$ cat config.mk
export PLATFORM = sky130hd
export DESIGN_NAME = sio_ctrl_regs
export DESIGN_NICKNAME = d
export VERILOG_FILES = /design/src/rtl/sio_regs_pkg.sv /design/src/rtl/sio_cmd_decode.sv /design/src/rtl/sio_tx_ctrl.sv /design/src/rtl/sio_rx_irq.sv /design/src/rtl/sio_ctrl_regs.sv
export SDC_FILE = /design/constraint.sdc
export NUM_CORES = 1
export LEC_CHECK = 0
export BUFFER_PORTS_ARGS = -buffer_cell sky130_fd_sc_hd__buf_2
export CORE_ASPECT_RATIO = 1.4
export CORE_MARGIN = 8
export CORE_UTILIZATION = 53
export CTS_CLUSTER_DIAMETER = 200
export CTS_CLUSTER_SIZE = 8
export DETAILED_ROUTE_END_ITERATION = 6
export PLACE_DENSITY = 0.79
export SLEW_MARGIN = 20
export SYNTH_ARGS = -nofsm -noshare
export SYNTH_HDL_FRONTEND = slang
export SYNTH_SLANG_ARGS = --single-unit
$ cat constraint.sdc
create_clock -name clk -period 2 [get_ports clk]
set_input_delay 0.2 -clock clk [delete_from_list [all_inputs] [get_ports clk]]
set_output_delay 0.2 -clock clk [all_outputs]
set_load 0.01 [all_outputs]
$ cat src/rtl/sio_regs_pkg.sv
package sio_regs_pkg;

  // Register offsets within the 64-byte window
  localparam logic [5:0] OFS_MODE = 6'h00;
  localparam logic [5:0] OFS_STAT = 6'h04;
  localparam logic [5:0] OFS_CMD  = 6'h08;
  localparam logic [5:0] OFS_DATA = 6'h0C;
  localparam logic [5:0] OFS_IRQ  = 6'h14;
  localparam logic [5:0] OFS_DIVH = 6'h18;
  localparam logic [5:0] OFS_DIVL = 6'h1C;

  // Mode byte 0 bit that selects the receive interrupt source
  localparam int RX_FULL_SEL_BIT = 6;

  // Sub-command codes for the transmitter and receiver fields
  typedef enum logic [1:0] {
    SUB_NOP  = 2'd0,
    SUB_ON   = 2'd1,
    SUB_OFF  = 2'd2,
    SUB_RSVD = 2'd3
  } sub_cmd_e;

  // Misc command codes
  typedef enum logic [2:0] {
    MISC_NOP     = 3'd0,
    MISC_PTR_CLR = 3'd1,
    MISC_RX_RST  = 3'd2,
    MISC_TX_RST  = 3'd3,
    MISC_ERR_CLR = 3'd4,
    MISC_BRK_ACK = 3'd5,
    MISC_BRK_ON  = 3'd6,
    MISC_BRK_OFF = 3'd7
  } misc_cmd_e;

  // Decoded command strobes, each valid only in the write cycle
  typedef struct packed {
    logic ptr_clr;
    logic rx_rst;
    logic tx_rst;
    logic brk_ack;
    logic tx_on;
    logic tx_off;
    logic rx_on;
    logic rx_off;
  } cmd_t;

endpackage

$ cat src/rtl/sio_cmd_decode.sv
module sio_cmd_decode
  import sio_regs_pkg::*;
#(
  parameter int DATA_W = 8
) (
  input  logic              cmd_we,
  input  logic [DATA_W-1:0] cmd_byte,
  output cmd_t              cmd
);

  misc_cmd_e misc;
  sub_cmd_e  txc;
  sub_cmd_e  rxc;
  logic      unused_cmd_bits;

  assign misc = misc_cmd_e'(cmd_byte[6:4]);
  assign txc  = sub_cmd_e'(cmd_byte[3:2]);
  assign rxc  = sub_cmd_e'(cmd_byte[1:0]);
  assign unused_cmd_bits = ^cmd_byte[DATA_W-1:7];

  always_comb begin
    cmd = '0;
    if (cmd_we) begin
      cmd.ptr_clr = (misc == MISC_PTR_CLR);
      cmd.rx_rst  = (misc == MISC_RX_RST);
      cmd.tx_rst  = (misc == MISC_TX_RST);
      cmd.brk_ack = (misc == MISC_BRK_ACK);
      cmd.tx_on   = (txc == SUB_ON);
      cmd.tx_off  = (txc == SUB_OFF);
      cmd.rx_on   = (rxc == SUB_ON);
      cmd.rx_off  = (rxc == SUB_OFF);
    end
  end

endmodule

$ cat src/rtl/sio_tx_ctrl.sv
module sio_tx_ctrl
  import sio_regs_pkg::*;
#(
  parameter int DATA_W = 8
) (
  input  logic              clk,
  input  logic              rst_n,
  input  cmd_t              cmd,
  input  logic              data_we,
  input  logic [DATA_W-1:0] wdata,
  output logic              tx_en,
  output logic              tx_empty,
  output logic              tx_valid,
  output logic [DATA_W-1:0] tx_data
);

  logic              en_q, en_d;
  logic              emp_q, emp_d;
  logic [DATA_W-1:0] hold_q;
  logic              vld_q;
  logic [DATA_W-1:0] out_q;
  logic              send;
  logic [DATA_W-1:0] send_byte;

  // Next state: misc reset first, then transmitter field, then data write
  always_comb begin
    en_d      = en_q;
    emp_d     = emp_q;
    send      = 1'b0;
    send_byte = hold_q;
    if (cmd.tx_rst) begin
      en_d  = 1'b0;
      emp_d = 1'b1;
    end
    if (cmd.tx_on) begin
      en_d = 1'b1;
      if (!emp_d) begin
        send  = 1'b1;
        emp_d = 1'b1;
      end
    end
    if (cmd.tx_off) begin
      en_d = 1'b0;
    end
    if (data_we) begin
      if (en_q) begin
        send      = 1'b1;
        send_byte = wdata;
      end else begin
        emp_d = 1'b0;
      end
    end
  end

  always_ff @(posedge clk or negedge rst_n) begin
    if (!rst_n) begin
      en_q  <= 1'b0;
      emp_q <= 1'b1;
      vld_q <= 1'b0;
    end else begin
      en_q  <= en_d;
      emp_q <= emp_d;
      vld_q <= send;
    end
  end

  always_ff @(posedge clk or negedge rst_n) begin
    if (!rst_n) begin
      hold_q <= '0;
    end else if (data_we) begin
      hold_q <= wdata;
    end
  end

  always_ff @(posedge clk or negedge rst_n) begin
    if (!rst_n) begin
      out_q <= '0;
    end else if (send) begin
      out_q <= send_byte;
    end
  end

  assign tx_en    = en_q;
  assign tx_empty = emp_q;
  assign tx_valid = vld_q;
  assign tx_data  = out_q;

endmodule

$ cat src/rtl/sio_rx_irq.sv
module sio_rx_irq
  import sio_regs_pkg::*;
#(
  parameter int DATA_W = 8
) (
  input  logic              clk,
  input  logic              rst_n,
  input  cmd_t              cmd,
  input  logic              brk_evt,
  input  logic              fifo_empty,
  input  logic              fifo_full,
  input  logic              rx_full_sel,
  input  logic              tx_ready,
  input  logic [DATA_W-1:0] irq_mask,
  output logic              rx_en,
  output logic              brk_flag,
  output logic [DATA_W-1:0] irq_status,
  output logic              irq
);

  logic rxen_q, rxen_d;
  logic brk_q, brk_d;
  logic rx_src;

  always_comb begin
    rxen_d = rxen_q;
    if (cmd.rx_rst) rxen_d = 1'b0;
    if (cmd.rx_on)  rxen_d = 1'b1;
    if (cmd.rx_off) rxen_d = 1'b0;
  end

  // A new break event wins over an acknowledge in the same cycle
  always_comb begin
    brk_d = brk_q;
    if (cmd.brk_ack) brk_d = 1'b0;
    if (brk_evt)     brk_d = 1'b1;
  end

  always_ff @(posedge clk or negedge rst_n) begin
    if (!rst_n) begin
      rxen_q <= 1'b0;
      brk_q  <= 1'b0;
    end else begin
      rxen_q <= rxen_d;
      brk_q  <= brk_d;
    end
  end

  assign rx_src     = rx_full_sel ? fifo_full : ~fifo_empty;
  assign irq_status = {{(DATA_W-3){1'b0}}, brk_q, rx_src, tx_ready};
  assign irq        = |(irq_status & irq_mask);
  assign rx_en      = rxen_q;
  assign brk_flag   = brk_q;

endmodule

$ cat src/rtl/sio_ctrl_regs.sv
module sio_ctrl_regs
  import sio_regs_pkg::*;
#(
  parameter int              ADDR_W = 8,
  parameter int              DATA_W = 8,
  parameter logic [DATA_W-1:0] DIV_HI = 8'h01,
  parameter logic [DATA_W-1:0] DIV_LO = 8'hA2
) (
  input  logic              clk,
  input  logic              rst_n,
  input  logic              bus_sel,
  input  logic              bus_wr,
  input  logic [ADDR_W-1:0] bus_addr,
  input  logic [DATA_W-1:0] bus_wdata,
  output logic [DATA_W-1:0] bus_rdata,
  input  logic              fifo_empty,
  input  logic              fifo_full,
  input  logic [DATA_W-1:0] fifo_rdata,
  output logic              fifo_pop,
  output logic              fifo_flush,
  input  logic              rx_brk_evt,
  output logic              rx_en,
  output logic              tx_valid,
  output logic [DATA_W-1:0] tx_data,
  output logic              irq
);

  localparam int OFS_W    = 6;
  localparam int MODE_CNT = 2;

  logic [OFS_W-1:0]  ofs;
  logic              unused_addr_hi;
  logic              wr_acc, rd_acc;
  logic              we_mode, we_cmd, we_data, we_mask;
  cmd_t              cmd;

  logic [DATA_W-1:0] mode_q [MODE_CNT];
  logic              ptr_q, ptr_d;
  logic [DATA_W-1:0] imr_q;
  logic              tx_en_w, tx_empty_w;
  logic              brk_flag_w;
  logic [DATA_W-1:0] isr_w;
  logic [DATA_W-1:0] status_w;

  assign ofs            = bus_addr[OFS_W-1:0];
  assign unused_addr_hi = ^bus_addr[ADDR_W-1:OFS_W];
  assign wr_acc         = bus_sel &  bus_wr;
  assign rd_acc         = bus_sel & ~bus_wr;
  assign we_mode        = wr_acc & (ofs == OFS_MODE);
  assign we_cmd         = wr_acc & (ofs == OFS_CMD);
  assign we_data        = wr_acc & (ofs == OFS_DATA);
  assign we_mask        = wr_acc & (ofs == OFS_IRQ);

  sio_cmd_decode #(.DATA_W(DATA_W)) u_dec (
    .cmd_we   (we_cmd),
    .cmd_byte (bus_wdata),
    .cmd      (cmd)
  );

  sio_tx_ctrl #(.DATA_W(DATA_W)) u_tx (
    .clk      (clk),
    .rst_n    (rst_n),
    .cmd      (cmd),
    .data_we  (we_data),
    .wdata    (bus_wdata),
    .tx_en    (tx_en_w),
    .tx_empty (tx_empty_w),
    .tx_valid (tx_valid),
    .tx_data  (tx_data)
  );

  sio_rx_irq #(.DATA_W(DATA_W)) u_rxi (
    .clk         (clk),
    .rst_n       (rst_n),
    .cmd         (cmd),
    .brk_evt     (rx_brk_evt),
    .fifo_empty  (fifo_empty),
    .fifo_full   (fifo_full),
    .rx_full_sel (mode_q[0][RX_FULL_SEL_BIT]),
    .tx_ready    (tx_en_w),
    .irq_mask    (imr_q),
    .rx_en       (rx_en),
    .brk_flag    (brk_flag_w),
    .irq_status  (isr_w),
    .irq         (irq)
  );

  // Mode pointer: a mode write advances it, a pointer-clear command rewinds it
  always_comb begin
    ptr_d = ptr_q;
    if (we_mode)     ptr_d = 1'b1;
    if (cmd.ptr_clr) ptr_d = 1'b0;
  end

  always_ff @(posedge clk or negedge rst_n) begin
    if (!rst_n) begin
      ptr_q <= 1'b0;
    end else begin
      ptr_q <= ptr_d;
    end
  end

  generate
    for (genvar gi = 0; gi < MODE_CNT; gi++) begin : g_mode
      logic sel_this;
      assign sel_this = we_mode & (ptr_q == 1'(gi));
      always_ff @(posedge clk or negedge rst_n) begin
        if (!rst_n) begin
          mode_q[gi] <= '0;
        end else if (sel_this) begin
          mode_q[gi] <= bus_wdata;
        end
      end
    end
  endgenerate

  always_ff @(posedge clk or negedge rst_n) begin
    if (!rst_n) begin
      imr_q <= '0;
    end else if (we_mask) begin
      imr_q <= bus_wdata;
    end
  end

  assign status_w = {{(DATA_W-4){1'b0}}, tx_empty_w, tx_en_w, fifo_full, ~fifo_empty};

  always_comb begin
    case (ofs)
      OFS_MODE: bus_rdata = mode_q[ptr_q];
      OFS_STAT: bus_rdata = status_w;
      OFS_DATA: bus_rdata = fifo_empty ? '0 : fifo_rdata;
      OFS_IRQ:  bus_rdata = isr_w;
      OFS_DIVH: bus_rdata = DIV_HI;
      OFS_DIVL: bus_rdata = DIV_LO;
      default:  bus_rdata = '0;
    endcase
  end

  assign fifo_pop   = rd_acc & (ofs == OFS_DATA) & ~fifo_empty;
  assign fifo_flush = cmd.rx_rst;

endmodule

==> impl_metrics.ini <==
[critical_path]
cp-end-kind = output port
cp.required_ns = 1.80
worst_path_max_delay_cell = or4_4
crit_type = in2out
startpoint_type = primary input
critPathArrivalTime_ns = 1.57
cp_slowest_stage_delay_ns = 0.55
crit_fanout = 6
crit_family = simple AND/OR/NAND/NOR gates
cp_num_buf_inv = 3
cp_cell_sequence = buf_2, or4_4, nor3_1, buf_4, nand2_1, o21ai_0, buf_2
cp_common_cell = buf_2

[clock_network]
insertion_delay_ns = 0.29
cts-buffers-inserted = 5
cts-htree-levels = 2
postCtsHoldBufs = 1
cts_tree = done
postCtsSetupRepairBufs = 0
cts_resized = 0
cts.path.max_buffers = 2
cts.sinks = 41
cts_root_buf = clkbuf_8
clk_pin_slew_ns = 0.08

[global_routing]
grt_pass1_vias = 1767
grt_max_degree = 24
grt_usage_pct = 16.06
antenna_found_initial = 0
grt_pass1_wl_um = 8473
globalRoute.totalOverflow = 0

[place]
place_congestion = 0.8086
dpl_cell_area_mm2 = 0.002451
dp_hpwl_um = 3822
portBuffers = 49
place_inst = 282

[timing]
finalClockSkew_ns = 0.003136
slew_headroom_pct = 66.60
post-route-period-util_pct = 88.29
setup_viol = 0
finalSetupTns_ns = 0
max_freq_mhz = 566.3
slew_violations = 0
tightest_slew_ns = 0.5010
period_needed_ns = 1.766
rsz0062_at_grt = no
final_hold_viol_count = 0

[synthesis]
syn_area_mm2 = 0.002098
syn_nets = 216
synth_seq_area_share_pct = 48.96
synth-seq-cells = 41
ys_async_sr_fraction_pct = 100.0
yosys_warnings = 0
synth-edff-count = 0
synthFlopType = dfrtp_1
ys_types = 39
synthCells = 185
syn_area_per_cell_um2 = 11.34

[die]
die-area_mm2 = 0.006257
ioPinCount = 52
core_area_mm2 = 0.003851
die_y_um = 90.45
num_rows = 27
fp.dieW_um = 69.18
start_util_pct = 54.48

[layout]
areaGrowthSynthToFinish_pct = 21.41
fin_cells = 291
nNetsFinal = 278
mostFrequentLayoutCell = buf_2
final_cell_mix = 49 x buf_2, 40 x dfrtp_1, 26 x mux2_2, 18 x mux2i_1, 14 x a21oi_1
fillers = 308
antenna-diode-count = 0
drive_gt1_share_pct = 41.53
final_area_mm2 = 0.002547

[pwr]
swShare_pct = 26.15
seq_power_share_pct = 54.5
power_leakage_nw = 1.257
p_int_mw = 1.254
p_comb_share_pct = 15.2
cellPowerDensity_mw_per_mm2 = 666.7
pwr-share-clk_pct = 30.3
power.switching_uw = 444.1
report.power.total_mw = 1.698
ir_drop_v = 0.0005756

[min_path]
hold_path_class = in2reg

[detailed_routing]
dr_total_vias = 1662
wire_per_inst_um = 16.82
drt_iter0_markers = 73
via_per_inst = 5.711
ant_nets = 0
remaining_drc_errors = 0
routed_wl_um = 4895
dr.pass1.iters = 5

[run_status]
outcome = finished clean

[job]
maxCapViolations = 0
## cells by family (layout without fill, tap and decap cells)
family	count (synthesis)	in the layout	share of synthesized area (%)
buffers and inverters	12	75	3.220
muxes	44	44	22.54
DFF	41	41	48.96
AOI/OAI and AO/OA	37	37	10.85
and+or+nand+nor	51	51	14.43
## power groups by stage
stage	Sequential, mW	Combinational (mW)	Clock [mW]
after global placement	0.939	0.253	0
after floorplan	0.942	0.132	0
after CTS	0.925	0.262	0.537
after detailed placement	0.941	0.260	0
after global routing	0.934	0.287	0.566
final	0.925	0.258	0.515
## registers in the layout, indices dropped and copies added, names as in the netlist
name and count:
mode_q 16, u_tx.hold_q 8, u_tx.tx_data 8, imr_q 3, ptr_q 1, u_rxi.brk_flag 1, u_rxi.rx_en 1, u_tx.tx_empty 1
u_tx.tx_en 1, u_tx.tx_valid 1
## cell usage after synthesis, drive strengths merged, types with 2 or more instances
| master | count | area share [%] |
|---|---|---|
| inv | 5 | 0.89 |
| or4 | 2 | 1.1 |
| a22oi | 2 | 0.72 |
| and2 | 3 | 0.89 |
| nand3b | 2 | 0.72 |
| nor2 | 13 | 2.3 |
| buf | 4 | 1.8 |
| nor2b | 2 | 0.60 |
| nand2b | 2 | 0.60 |
| mux2 | 26 | 14 |
| o22ai | 6 | 1.8 |
| mux2i | 18 | 8.6 |
| a31oi | 2 | 0.60 |
| dfrtp | 40 | 48 |
| a21oi | 14 | 3.3 |
| o21ai | 5 | 1.2 |
| nor3 | 6 | 1.9 |
| nand2 | 12 | 2.3 |
| a21o | 2 | 0.72 |
| clkbuf | 3 | 0.54 |
## worst reg2reg max path, stage by stage, from the launching register on
cell and delay, ns:
dfrtp_1 0.43, inv_1 0.13, or4_4 0.67, nor2_1 0.13, a21oi_1 0.05
## layer usage
metal / GRT usage (%) / wire [µm] / vias to the layer above
met5: 0 / 0 / -
met2: 27.60 / 2437 / 52
met3: 4.950 / 288 / 8
met4: 6.518 / 84 / 0
li1: - / - / 801
met1: 17.79 / 2085 / 801
## per-stage QoR
step | setup WS [ns] | util, % | hold WS (ns)
finish | 0.2342 | 66.15 | 0.09794
global route | 0.1641 | 66.15 | 0.08543
CTS | 0.2360 | 66.15 | 0.09432
detailed placement | 0.1317 | 63.65 | 0.1916
global placement | 0.1536 | 63.65 | 0.1890
floorplan | 0.1361 | - | -0.09559
## final cells by class
cell class / instances / area (µm²) / share of cell area [%]
clock inverter: 3 / 17.52 / 0.6876
inverter: 5 / 18.77 / 0.7367
sequential: 41 / 1027 / 40.32
timing repair buffer: 62 / 357.8 / 14.05
clock buffer: 5 / 68.82 / 2.701
tap: 43 / 53.80 / 2.112
multi-input combinational: 132 / 1003 / 39.39
## worst paths after layout
path                             start              end  slack, ns  depth (start not counted)
max in group asynchronous        rst_n    u_tx.tx_empty       1.01                          3
hold reg to reg             mode_q[15]       mode_q[15]       0.51                          1
hold / removal              rx_brk_evt   u_rxi.brk_flag        0.1                          2
min in group asynchronous        rst_n        mode_q[4]       0.40                          2
setup reg to reg            u_tx.tx_en  u_tx.tx_data[0]       0.47                          4
setup / recovery           bus_addr[4]     bus_rdata[4]       0.23                          7
Power figures use the tool's default switching activity.
